<file path="config.mk">
export PLATFORM = sky130hd
export DESIGN_NAME = addr_window_decoder
export DESIGN_NICKNAME = d
export VERILOG_FILES = /design/src/rtl/addr_dec_pkg.sv /design/src/rtl/win_cmp.sv /design/src/rtl/win_sel.sv /design/src/rtl/dec_reg.sv /design/src/rtl/addr_window_decoder.sv
export SDC_FILE = /design/constraint.sdc
export NUM_CORES = 1
export LEC_CHECK = 0
export ABC_AREA = 1
export ABC_CLOCK_PERIOD_IN_PS = 1400
export BUFFER_PORTS_ARGS = -buffer_cell sky130_fd_sc_hd__buf_4
export CAP_MARGIN = 20
export CORE_MARGIN = 1.5
export CORE_UTILIZATION = 40
export DETAILED_ROUTE_END_ITERATION = 7
export GPL_TIMING_DRIVEN = 0
export PLACE_DENSITY = 0.72
export SLEW_MARGIN = 10
export SYNTH_ARGS = -nofsm -noshare
export SYNTH_HDL_FRONTEND = slang
export SYNTH_SLANG_ARGS = --single-unit
</file>
<file path="constraint.sdc">
create_clock -name clk -period 1.4 [get_ports clk]
set_clock_uncertainty 0.05 [all_clocks]
set_input_delay 0.07 -clock clk [delete_from_list [all_inputs] [get_ports clk]]
set_output_delay 0.07 -clock clk [all_outputs]
set_load 0.02 [all_outputs]
</file>
<file path="src/rtl/addr_dec_pkg.sv">
package addr_dec_pkg;

   localparam int unsigned DEF_BYTE_W = 8;
   localparam int unsigned DEF_ADDR_W = 2 * DEF_BYTE_W;
   localparam int unsigned DEF_N_WIN  = 8;

   // Base of window k sits in slice [k*ADDR_W +: ADDR_W]; bases descend with k.
   localparam logic [DEF_N_WIN*DEF_ADDR_W-1:0] DEF_WIN_BASES = {
      16'hE2AB, 16'hE2AC, 16'hE2B0, 16'hE2C0,
      16'hE300, 16'hE400, 16'hE800, 16'hF000
   };

endpackage

</file>
<file path="src/rtl/win_cmp.sv">
module win_cmp #(
   parameter int unsigned                     ADDR_W    = 16,
   parameter int unsigned                     N_WIN     = 8,
   parameter logic [N_WIN*ADDR_W-1:0]         WIN_BASES = '0
) (
   input  logic [ADDR_W-1:0] addr,
   output logic [N_WIN-1:0]  at_or_above
);

   for (genvar k = 0; k < N_WIN; k++) begin : g_cmp
      localparam logic [ADDR_W-1:0] BASE_K = WIN_BASES[k*ADDR_W +: ADDR_W];
      assign at_or_above[k] = (addr >= BASE_K);
   end

endmodule

</file>
<file path="src/rtl/win_sel.sv">
module win_sel #(
   parameter int unsigned N_WIN = 8
) (
   input  logic [N_WIN-1:0] at_or_above,
   output logic [N_WIN-1:0] hit,
   output logic             below_all
);

   // Window 0 is open at the top; every lower window stops below its neighbour's base.
   assign hit[0] = at_or_above[0];

   for (genvar k = 1; k < N_WIN; k++) begin : g_edge
      assign hit[k] = at_or_above[k] & ~at_or_above[k-1];
   end

   assign below_all = ~at_or_above[N_WIN-1];

endmodule

</file>
<file path="src/rtl/dec_reg.sv">
module dec_reg #(
   parameter int unsigned N_WIN = 8
) (
   input  logic             clk,
   input  logic             rst,
   input  logic             strobe,
   input  logic [N_WIN-1:0] hit,
   input  logic             below_all,
   output logic [N_WIN-1:0] sel_q,
   output logic             berr_q
);

   always_ff @(posedge clk) begin
      if (rst) begin
         sel_q  <= '0;
         berr_q <= 1'b0;
      end else if (strobe) begin
         sel_q  <= below_all ? '0 : hit;
         berr_q <= below_all;
      end else begin
         sel_q  <= '0;
      end
   end


   sel_onehot_chk: assert property (@(posedge clk) disable iff (rst)
      $onehot0(sel_q));


   sel_berr_excl_chk: assert property (@(posedge clk) disable iff (rst)
      berr_q |-> (sel_q == '0));


   idle_sel_clr_chk: assert property (@(posedge clk) disable iff (rst)
      !strobe |=> (sel_q == '0));


   idle_berr_hold_chk: assert property (@(posedge clk) disable iff (rst)
      !strobe |=> $stable(berr_q));


   below_berr_chk: assert property (@(posedge clk) disable iff (rst)
      (strobe && below_all) |=> berr_q);


   inside_berr_clr_chk: assert property (@(posedge clk) disable iff (rst)
      (strobe && (hit != '0)) |=> !berr_q);


   reset_clear_chk: assert property (@(posedge clk)
      rst |=> ((sel_q == '0) && !berr_q));

endmodule

</file>
<file path="src/rtl/addr_window_decoder.sv">
module addr_window_decoder
   import addr_dec_pkg::*;
#(
   parameter int unsigned                 BYTE_W    = DEF_BYTE_W,
   parameter int unsigned                 N_WIN     = DEF_N_WIN,
   parameter int unsigned                 ADDR_W    = 2 * BYTE_W,
   parameter logic [N_WIN*ADDR_W-1:0]     WIN_BASES = DEF_WIN_BASES
) (
   input  logic              clk,
   input  logic              rst,
   input  logic              addr_strobe,
   input  logic [BYTE_W-1:0] addr_lo,
   input  logic [BYTE_W-1:0] addr_hi,
   output logic              bus_err,
   output logic [N_WIN-1:0]  sel
);

   // Elaboration-time parameter checks
   if (ADDR_W != 2 * BYTE_W) begin : g_bad_width
      $error("address width must be two bytes wide");
   end
   if (N_WIN < 1) begin : g_bad_count
      $error("at least one window is required");
   end
   for (genvar k = 1; k < N_WIN; k++) begin : g_base_order
      if (WIN_BASES[k*ADDR_W +: ADDR_W] >= WIN_BASES[(k-1)*ADDR_W +: ADDR_W]) begin : g_bad_order
         $error("window bases must strictly descend with index");
      end
   end

   logic [ADDR_W-1:0] addr;
   logic [N_WIN-1:0]  ge;
   logic [N_WIN-1:0]  hit;
   logic              below_all;

   assign addr = {addr_hi, addr_lo};

   win_cmp #(
      .ADDR_W    (ADDR_W),
      .N_WIN     (N_WIN),
      .WIN_BASES (WIN_BASES)
   ) i_cmp (
      .addr        (addr),
      .at_or_above (ge)
   );

   win_sel #(
      .N_WIN (N_WIN)
   ) i_sel (
      .at_or_above (ge),
      .hit         (hit),
      .below_all   (below_all)
   );

   dec_reg #(
      .N_WIN (N_WIN)
   ) i_reg (
      .clk       (clk),
      .rst       (rst),
      .strobe    (addr_strobe),
      .hit       (hit),
      .below_all (below_all),
      .sel_q     (sel),
      .berr_q    (bus_err)
   );

endmodule

</file>
==> flow_summary.toml, run 1 <==
[critical_path]
required_ns = 1.50
critPathCaptureType = "flip-flop"
cp.arrival_ns = 1.02
startpoint_type = "input pin"
r2r-start = "i_reg.berr_q"
crit_type = "in -> reg"
path_max_fanout = 6
worstSetupStartpoint = "addr_strobe"

[clock_tree]
cts_resized = 0
root_buffer = "clkbuf_4"
post-cts-setup-buffers = 0
cts.clk_slew.worst_paths_ns = 0.06
cts_hold_buf = 1
clk_latency_ns = 0.25
clkSinkCount = 9
htreeDepth = 1
cts_buffers = 3
cts_tree = "yes"
clock_tree.buffer_depth = 2

[min_path]
hold_path.class = "in -> reg"
hold_start = "addr_hi[3]"

[global_route]
grt_first_pass_wirelength_um = 1520
grt_pass1_vias = 420
antenna_found_initial = 0
grt_usage_pct = 15.1
grt_overflow = 0
grt_max_degree = 7

[finish]
fin_util_pct = 66.9
post_layout_nonfiller_instances = 118
antenna_cells = 0
multi_input_area_um2 = 287
seqCellArea_um2 = 180
final_common_cell = "buf_4"
drive_gt1_share_pct = 49.0
num-fill-cells = 111
finalNetCount = 124
mostFrequentLayoutCells = "buf_4, nand2_1, inv_1, nor2_2, dfxtp_1"
layout-area-overhead-vs-synth_pct = 48.7

[sta]
setup_tns_ns = 0
rsz0062_at_grt = "no"
max_freq_mhz = 1080
drv_slew = 0
period_share_pct = 66.2
maxSlewHeadroom_pct = 83.7
setup_violations = 0
fin_crit_ns = 0.927
hold_viol = 0
fin_ws_ns = 0.473
worstMarginPinSlew_ns = 0.242

[synth]
yosysWarnings = 0
syn_nets = 91
syn-instance-count = 72
synth_area_um2 = 527
ys_seq_area_share_pct = 34.2
synth.avg_cell_area_um2 = 7.32
ys_types = 18
ys_ff_latch = 9

[power_and_ir_drop]
p_clk_share_pct = 33.8
powerDensity_nw_per_um2 = 706
fin_total_pwr_uw = 553
p_int_uw = 421
pwr-share-comb_pct = 19.2
leakage_nw = 0.452
p_sw_uw = 132
irDropWorstVdd_mv = 0.230
seqPwrFrac_pct = 47.0
switching_share_pct = 23.8

[floorplan]
die_h_um = 39.3
io_pins = 28
fp.dieW_um = 39.3
start_util_pct = 45.0
dieArea_um2 = 1540
coreArea_um2 = 1170
rows = 12

[route]
via_per_inst = 4.50
vias = 531
drt_iter0_drc = 11
drc_errors = 0
drtAntennaViolNets = 0
dr.pass1.iters = 4
wl_per_cell_um = 7.81
finalWirelength_um = 922

[placement]
dp_hpwl_um = 824
place_ws_ns = 0.320
portBuffers = 27
gp_congestion = 0.809
dp_cells = 113

[status]
status = "finished clean"

[job]
maxCapViolations = 0
[synthesized netlist by cell type]
cell type / instances / area share [%]
nand4_1: 5 / 5.9
clkinv_1: 1 / 0.71
o21ai_2: 1 / 1.7
dfxtp_1: 9 / 34
a21oi_1: 1 / 0.95
nor2_4: 2 / 4.3
nor2_1: 4 / 2.8
nand3_2: 1 / 1.9
inv_1: 13 / 9.3
nand2_2: 3 / 3.6
o21bai_1: 1 / 1.4
nor2_8: 1 / 3.8
inv_2: 2 / 1.4
nand2_1: 13 / 9.3
nor2_2: 9 / 11
nand3_1: 3 / 2.8
nand2_4: 2 / 4.3
nor3_1: 1 / 0.95
[registers in the layout (all words and copies together) (netlist names)]
register	cells
i_reg.berr_q	1
i_reg.sel_q	8
[cell families (layout without fill, tap and decap cells)]
group	Yosys count	after routing	synth area share, %
and+or+nand+nor	44	44	50.4
buffers and inverters	16	48	11.4
DFF	9	9	34.2
AOI/OAI and AO/OA	3	3	4.04
[cell type report]
cell class | count | area share (%)
Multi-Input combinational cell | 47 | 36.6
Tap cell | 14 | 2.24
Timing Repair Buffer | 28 | 27.2
Clock buffer | 4 | 3.35
Sequential cell | 9 | 23.0
Inverter | 16 | 7.67
[per-stage QoR]
step           hold slack, ns  instance area, um2
5_1_grt                0.0440                 783
6_report               0.0336                 783
2_1_floorplan           0.113                 527
4_1_cts                0.0300                 783
3_5_place_dp            0.220                 747
3_3_place_gp            0.216                 747
[power by group through the flow]
stage               clock [mW]  sequential (mW)  combinational (mW)
finish                   0.187            0.260               0.106
global route             0.210            0.260               0.118
CTS                      0.194            0.260               0.107
detailed placement           0            0.265               0.105
global placement             0            0.265               0.103
floorplan                    0            0.268              0.0448
[worst paths after layout]
kind / endpoint / slack, ns / cells after the start
hold reg to reg: i_reg.berr_q / 0.47 / 2
setup / recovery: i_reg.sel_q[6] / 0.47 / 6
hold / removal: i_reg.sel_q[1] / 0.03 / 3
setup reg to reg: i_reg.berr_q / 0.75 / 2
[worst max-delay path: stages]
cell           delay [ns]
dlygate4sd3_1        0.54
buf_4                0.14
inv_1                0.08
nor2_4               0.05
nand2_4              0.11
nor2_2               0.04
[routing by layer]
| metal | vias up | global-route usage [%] | share of wire (%) |
|---|---|---|---|
| met4 | 0 | 15.5 | 2.1 |
| met3 | 2 | 0 | 7.7 |
| met5 | - | 0 | 0 |
| li1 | 286 | - | - |
| met2 | 25 | 23.8 | 48 |
| met1 | 218 | 17.9 | 42 |
Power figures use the tool's default switching activity.
==> run 2: changes to the inputs <==
--- a/config.mk
+++ b/config.mk
@@ -6,7 +6,7 @@
 export NUM_CORES = 1
 export LEC_CHECK = 0
 export ABC_AREA = 1
-export ABC_CLOCK_PERIOD_IN_PS = 1400
+export ABC_CLOCK_PERIOD_IN_PS = 900
 export BUFFER_PORTS_ARGS = -buffer_cell sky130_fd_sc_hd__buf_4
 export CAP_MARGIN = 20
 export CORE_MARGIN = 1.5
==> constraint.sdc (replaced) <==
create_clock -name clk -period 0.9 [get_ports clk]
set_clock_uncertainty 0.05 [all_clocks]
set_input_delay 0.045 -clock clk [delete_from_list [all_inputs] [get_ports clk]]
set_output_delay 0.045 -clock clk [all_outputs]
set_load 0.02 [all_outputs]
==> run 2 against run 1 <==
Compared with the run above: critical path depth decreased by 5; clock power increased by 55%; via count down 0.94%; sequential power up 55%; final area fell by 0.64%; register-to-register slack got worse by 0.50 ns; worst setup slack worse by 0.39 ns; wire length down 1.1%; hold slack got worse by 0.023 ns; largest cell class unchanged.
==> flow_summary.toml, run 2 (synthesis results as in run 1) <==
[critical_path]
cp.depth = 1
cp.arrival_ns = 0.72
reg2regPathDepth = 2
path_cells = "buf_4"
cp_num_buf_inv = 1
crit_family = "flip-flops"
crit_type = "reg -> out"
path_max_fanout = 2
startpoint_type = "flip-flop"
r2r_slack_ns = 0.25
max_stage_delay_ns = 0.33
cp_slowest_cell = "dfxtp_1"
critPathCaptureType = "output port"
required_ns = 0.81

[sta]
period_share_pct = 90.4
setup_violations = 0
rsz0062_at_grt = "no"
max_freq_mhz = 1230
hold_viol = 0
fin_crit_ns = 0.814
drv_slew = 0
worst_hold_slack_ns = 0.0102
fin_ws_ns = 0.0863
maxSlewHeadroom_pct = 83.8
worstMarginPinSlew_ns = 0.242

[floorplan]
die_h_um = 39.3
fp.dieW_um = 39.3
dieArea_um2 = 1540
rows = 12
io_pins = 28
coreArea_um2 = 1170
start_util_pct = 45.0

[clock_tree]
root_buffer = "clkbuf_4"
clkSinkCount = 9
cts.clk_slew.worst_paths_ns = 0.06
clk_latency_ns = 0.25
cts_tree = "yes"
post-cts-setup-buffers = 0
htreeDepth = 1
cts_buffers = 3
clock_tree.buffer_depth = 2

[global_route]
grt_overflow = 0
grt_usage_pct = 15.1
gr-usage-met2_pct = 23.8
grt_pass1_vias = 420
antenna_found_initial = 0
grt_first_pass_wirelength_um = 1520
grt_max_degree = 7
grt_most_used_layer = "met2"
met3_usage_pct = 0
grt_use_met1_pct = 17.9

[finish]
fin_util_pct = 66.5
top_regs = "i_reg.sel_q: 8 flops, i_reg.berr_q: 1 flops"
layout-area-overhead-vs-synth_pct = 47.7
regMostFlops = "i_reg.sel_q"
multi_input_area_um2 = 287
mostFrequentLayoutCells = "buf_4, nand2_1, inv_1, nor2_2, dfxtp_1"
antenna_cells = 0
num-fill-cells = 110
final_common_cell = "buf_4"
finalNetCount = 123
seqCellArea_um2 = 180
final_area_um2 = 778
drive_gt1_share_pct = 49.5
largest_reg_flops = 8

[power_and_ir_drop]
powerDensity_nw_per_um2 = 1100
irDropWorstVdd_mv = 0.358
fin_total_pwr_uw = 858
leakage_nw = 0.455

[min_path]
hold_path.class = "in -> reg"
whs_path_depth = 3

[route]
drc_errors = 0
vias = 526
drt_iter0_drc = 11
via_per_inst = 4.50
finalWirelength_um = 912
wl_per_cell_um = 7.79
dr.pass1.iters = 4
drtAntennaViolNets = 0

[placement]
detailed_place.area_um2 = 747
place_ws_ns = -0.155
dp_hpwl_um = 824
gp_congestion = 0.809
portBuffers = 27

[status]
status = "finished clean"

[job]
maxCapViolations = 0
run 2: changes by cell type in the layout (fill, tap and decap cells not counted):
cell / delta
dlymetal6s4s_1: +1
inv_1: -1
dlygate4sd3_1: -1
inv_2: +1
buf_4: -1
run 2: area by class of cell:
cell class	instances	share of cell area, %
clock buffers	4	3.38
repair buffers	27	26.7
inverters	16	7.72
flip-flops and latches	9	23.2
multi-input cells	47	36.8
well taps	14	2.25
run 2: metal layers:
metal / routed length [um] / part of all wire [%]
met1: 383 / 42
met5: 0 / 0
met2: 438 / 48
met4: 19 / 2.1
met3: 70 / 7.7
run 2: final timing paths:
path / to / start
worst min-delay path: i_reg.sel_q[1] / addr_hi[3]
worst max register to register: i_reg.berr_q / i_reg.berr_q
worst min register to register: i_reg.berr_q / i_reg.berr_q
worst max-delay path: bus_err / i_reg.berr_q
run 2: through the flow:
stage | cells | setup TNS (ns)
after floorplan | 72 | 0
after global placement | 113 | -1.08
after detailed placement | 113 | -1.13
after CTS | 118 | 0
after global routing | 117 | 0
final | 117 | 0
run 2: timing repair:
item                                   4_1_cts  5_1_grt
setup endpoints to repair                    0        8
hold buffers                                 1        0
resized for setup                            0        2
endpoints found under the hold margin        1        0
run 2: where the power goes:
group	total [mW]	switching (mW)	internal, mW
Sequential	0.404	0.00183	0.402
Clock	0.290	0.121	0.170
Combinational	0.164	0.0818	0.0820
==> run 3: changes to the inputs <==
--- a/config.mk
+++ b/config.mk
@@ -11,10 +11,12 @@
 export CAP_MARGIN = 20
 export CORE_MARGIN = 1.5
 export CORE_UTILIZATION = 40
+export CTS_CLUSTER_SIZE = 16
 export DETAILED_ROUTE_END_ITERATION = 7
 export GPL_TIMING_DRIVEN = 0
-export PLACE_DENSITY = 0.72
+export PLACE_DENSITY = 0.7
 export SLEW_MARGIN = 10
 export SYNTH_ARGS = -nofsm -noshare
 export SYNTH_HDL_FRONTEND = slang
+export SYNTH_HIERARCHICAL = 1
 export SYNTH_SLANG_ARGS = --single-unit
==> run 3 against run 2 <==
Compared with the run above: the flow now finishes with violations (setup timing); combinational power rose by 30%; sequential power is essentially flat; synthesized area grew 8.8%; clock power up 4%; maximum frequency decreased by 11%; register-to-register slack better by 0.05 ns; global-route usage grew 0.39 points; utilization rose by 2.2 points; sequential cell count did not move; first-iteration DRC count fell by 55%; critical path type is now in -> reg; highest routed layer unchanged.
==> flow_summary.toml, run 3 <==
[finish]
mostFrequentLayoutCells = "buf_4, inv_1, nand2_1, nor2_1, dfxtp_1"
num-fill-cells = 122
layout-area-overhead-vs-synth_pct = 57.9
antenna_cells = 0
regMostFlops = "i_reg/sel_q"
final_area_um2 = 905
finalNetCount = 148
fin_util_pct = 68.7
top_regs = "i_reg/sel_q: 8 flops, i_reg/berr_q: 1 flops"
largest_reg_flops = 8
drive_gt1_share_pct = 44.5
final_common_cell = "buf_4"

[global_route]
grt_overflow = 0
grt_max_degree = 9
grt_first_pass_wirelength_um = 1680
antenna_found_initial = 0
grt_usage_pct = 15.5
grt_pass1_vias = 469

[clock_tree]
htreeDepth = 1
root_buffer = "clkbuf_4"
clkSinkCount = 9
cts_buffers = 3
clk_latency_ns = 0.26
cts_tree = "yes"
clock_tree.buffer_depth = 2
cts.clk_slew.worst_paths_ns = 0.06

[synth]
synth_common_cells = "inv_1, nand2_1, nor2_1, dfxtp_1, nand2_2"
synthArstFlopShare_pct = 0
syn-instance-count = 93
yosysTopAreaCell = "dfxtp_1"
ys_seq_area_share_pct = 31.4
synthFlopType = "dfxtp_1"
synth-edff-count = 0
ys_ff_latch = 9
synth_area_um2 = 573
synthTopCellsByArea = "dfxtp_1, inv_1, nand2_1"
yosysWarnings = 6
synth_top_area_share_pct = 31.4
yosysMostFrequentCell = "inv_1"
synth.avg_cell_area_um2 = 6.16
syn_nets = 112
ys_types = 14

[status]
violations = "setup timing"
status = "complete, but fails checks"

[route]
dr.pass1.iters = 2
vias = 592
drt_iter0_drc = 5
finalWirelength_um = 1200
drtAntennaViolNets = 0
via_per_inst = 4.14
wl_per_cell_um = 8.36
drc_errors = 0

[critical_path]
startpoint_type = "input pin"
r2r-start = "i_reg/berr_q"
required_ns = 1.04
reg2regPathDepth = 2
timing.rr.end = "i_reg/berr_q"
path_max_fanout = 8
worstSetupStartpoint = "addr_hi[2]"
r2r_slack_ns = 0.30
cp.arrival_ns = 1.05
critPathCaptureType = "flip-flop"
crit_type = "in -> reg"

[floorplan]
rows = 13
die_h_um = 40.9
start_util_pct = 43.5
fp.dieW_um = 40.9
io_pins = 28
coreArea_um2 = 1320
dieArea_um2 = 1670

[sta]
maxSlewHeadroom_pct = 89.4
fin_ws_ns = -0.0164
worstMarginPinSlew_ns = 0.158
setup_tns_ns = -0.0164
fin_crit_ns = 0.916
drv_slew = 0
max_freq_mhz = 1090
hold_viol = 0
period_share_pct = 102
rsz0062_at_grt = "yes"
setup_violations = 1

[power_and_ir_drop]
fin_total_pwr_uw = 920
irDropWorstVdd_mv = 0.817
leakage_nw = 0.480
powerDensity_nw_per_um2 = 1020

[placement]
place_ws_ns = -0.254
gp_congestion = 0.668
detailed_place.area_um2 = 797
portBuffers = 27
dp_hpwl_um = 896

[min_path]
hold_start = "rst"
hold_path.class = "in -> reg"
min_to = "i_reg/berr_q"
whs_path_depth = 4

[job]
maxCapViolations = 0
[run 3: changes by cell type after synthesis, sizes merged]
cell    previous run  this run
a21oi              1         3
nand3              4         3
nand2             18        25
buf                0         1
nor2              16        22
o21bai             1         0
inv               15        29
clkinv             1         0
nor3               1         0
nand4              5         0
[run 3: worst max-delay path: stages]
cell     delay [ns]
buf_6          0.09
nor2_4         0.13
nand3_2        0.11
nor2_4         0.14
nand2_1        0.06
nand2_1        0.07
inv_2          0.04
inv_2          0.06
nand3_4        0.13
nor2_2         0.15
[run 3: layout make-up]
type | instances | area [um2] | share of cell area (%)
inverter | 29 | 111 | 12.3
tap | 15 | 18.8 | 2.07
clock buffer | 4 | 26.3 | 2.90
multi-input combinational | 54 | 314 | 34.7
timing repair buffer | 31 | 246 | 27.2
sequential | 9 | 180 | 19.9
buffer | 1 | 7.51 | 0.830
[run 3: how the worst max path moves through the flow]
stage,depth (start not counted),endpoint
detailed placement,11,i_reg/sel_q[2]
global route,12,i_reg/sel_q[3]
finish,10,i_reg/sel_q[3]
global placement,11,i_reg/sel_q[5]
floorplan,10,i_reg/sel_q[0]
CTS,11,i_reg/sel_q[2]
[run 3: kinds of logic after synthesis]
| group | count (synthesis) | synth area share (%) |
|---|---|---|
| flops | 9 | 31.4 |
| simple gates | 50 | 43.4 |
| buf+inv | 30 | 20.3 |
| compound gates | 4 | 4.80 |
[run 3: metrics by stage]
step	std cells	hold WS (ns)
CTS	140	0.000352
detailed placement	135	0.263
global placement	135	0.255
floorplan	93	0.124
finish	143	0.00581
global route	143	0.0193
[run 3: report_power, final]
group          switching, mW  leakage (nW)  total [mW]  internal (mW)
clock network          0.131        0.0150       0.301          0.170
logic                  0.108         0.392       0.214          0.106
registers            0.00188        0.0728       0.405          0.403
total                  0.241         0.480       0.920          0.679
[run 3: metal layers]
layer / track usage, % / part of all wire [%] / up-vias
li1: - / - / 329
met3: 8.15 / 3.9 / 2
met5: 0 / 0 / -
met1: 16.8 / 41 / 245
met2: 26.6 / 53 / 16
met4: 2.50 / 1.3 / 0
[run 3: what timing repair did]
item | in CTS | in global routing
hold endpoints to repair | 1 | 0
buffers inserted | 0 | 3
endpoints found under the setup margin | 0 | 9
hold buffers | 1 | 0
gates resized for setup | 0 | 14
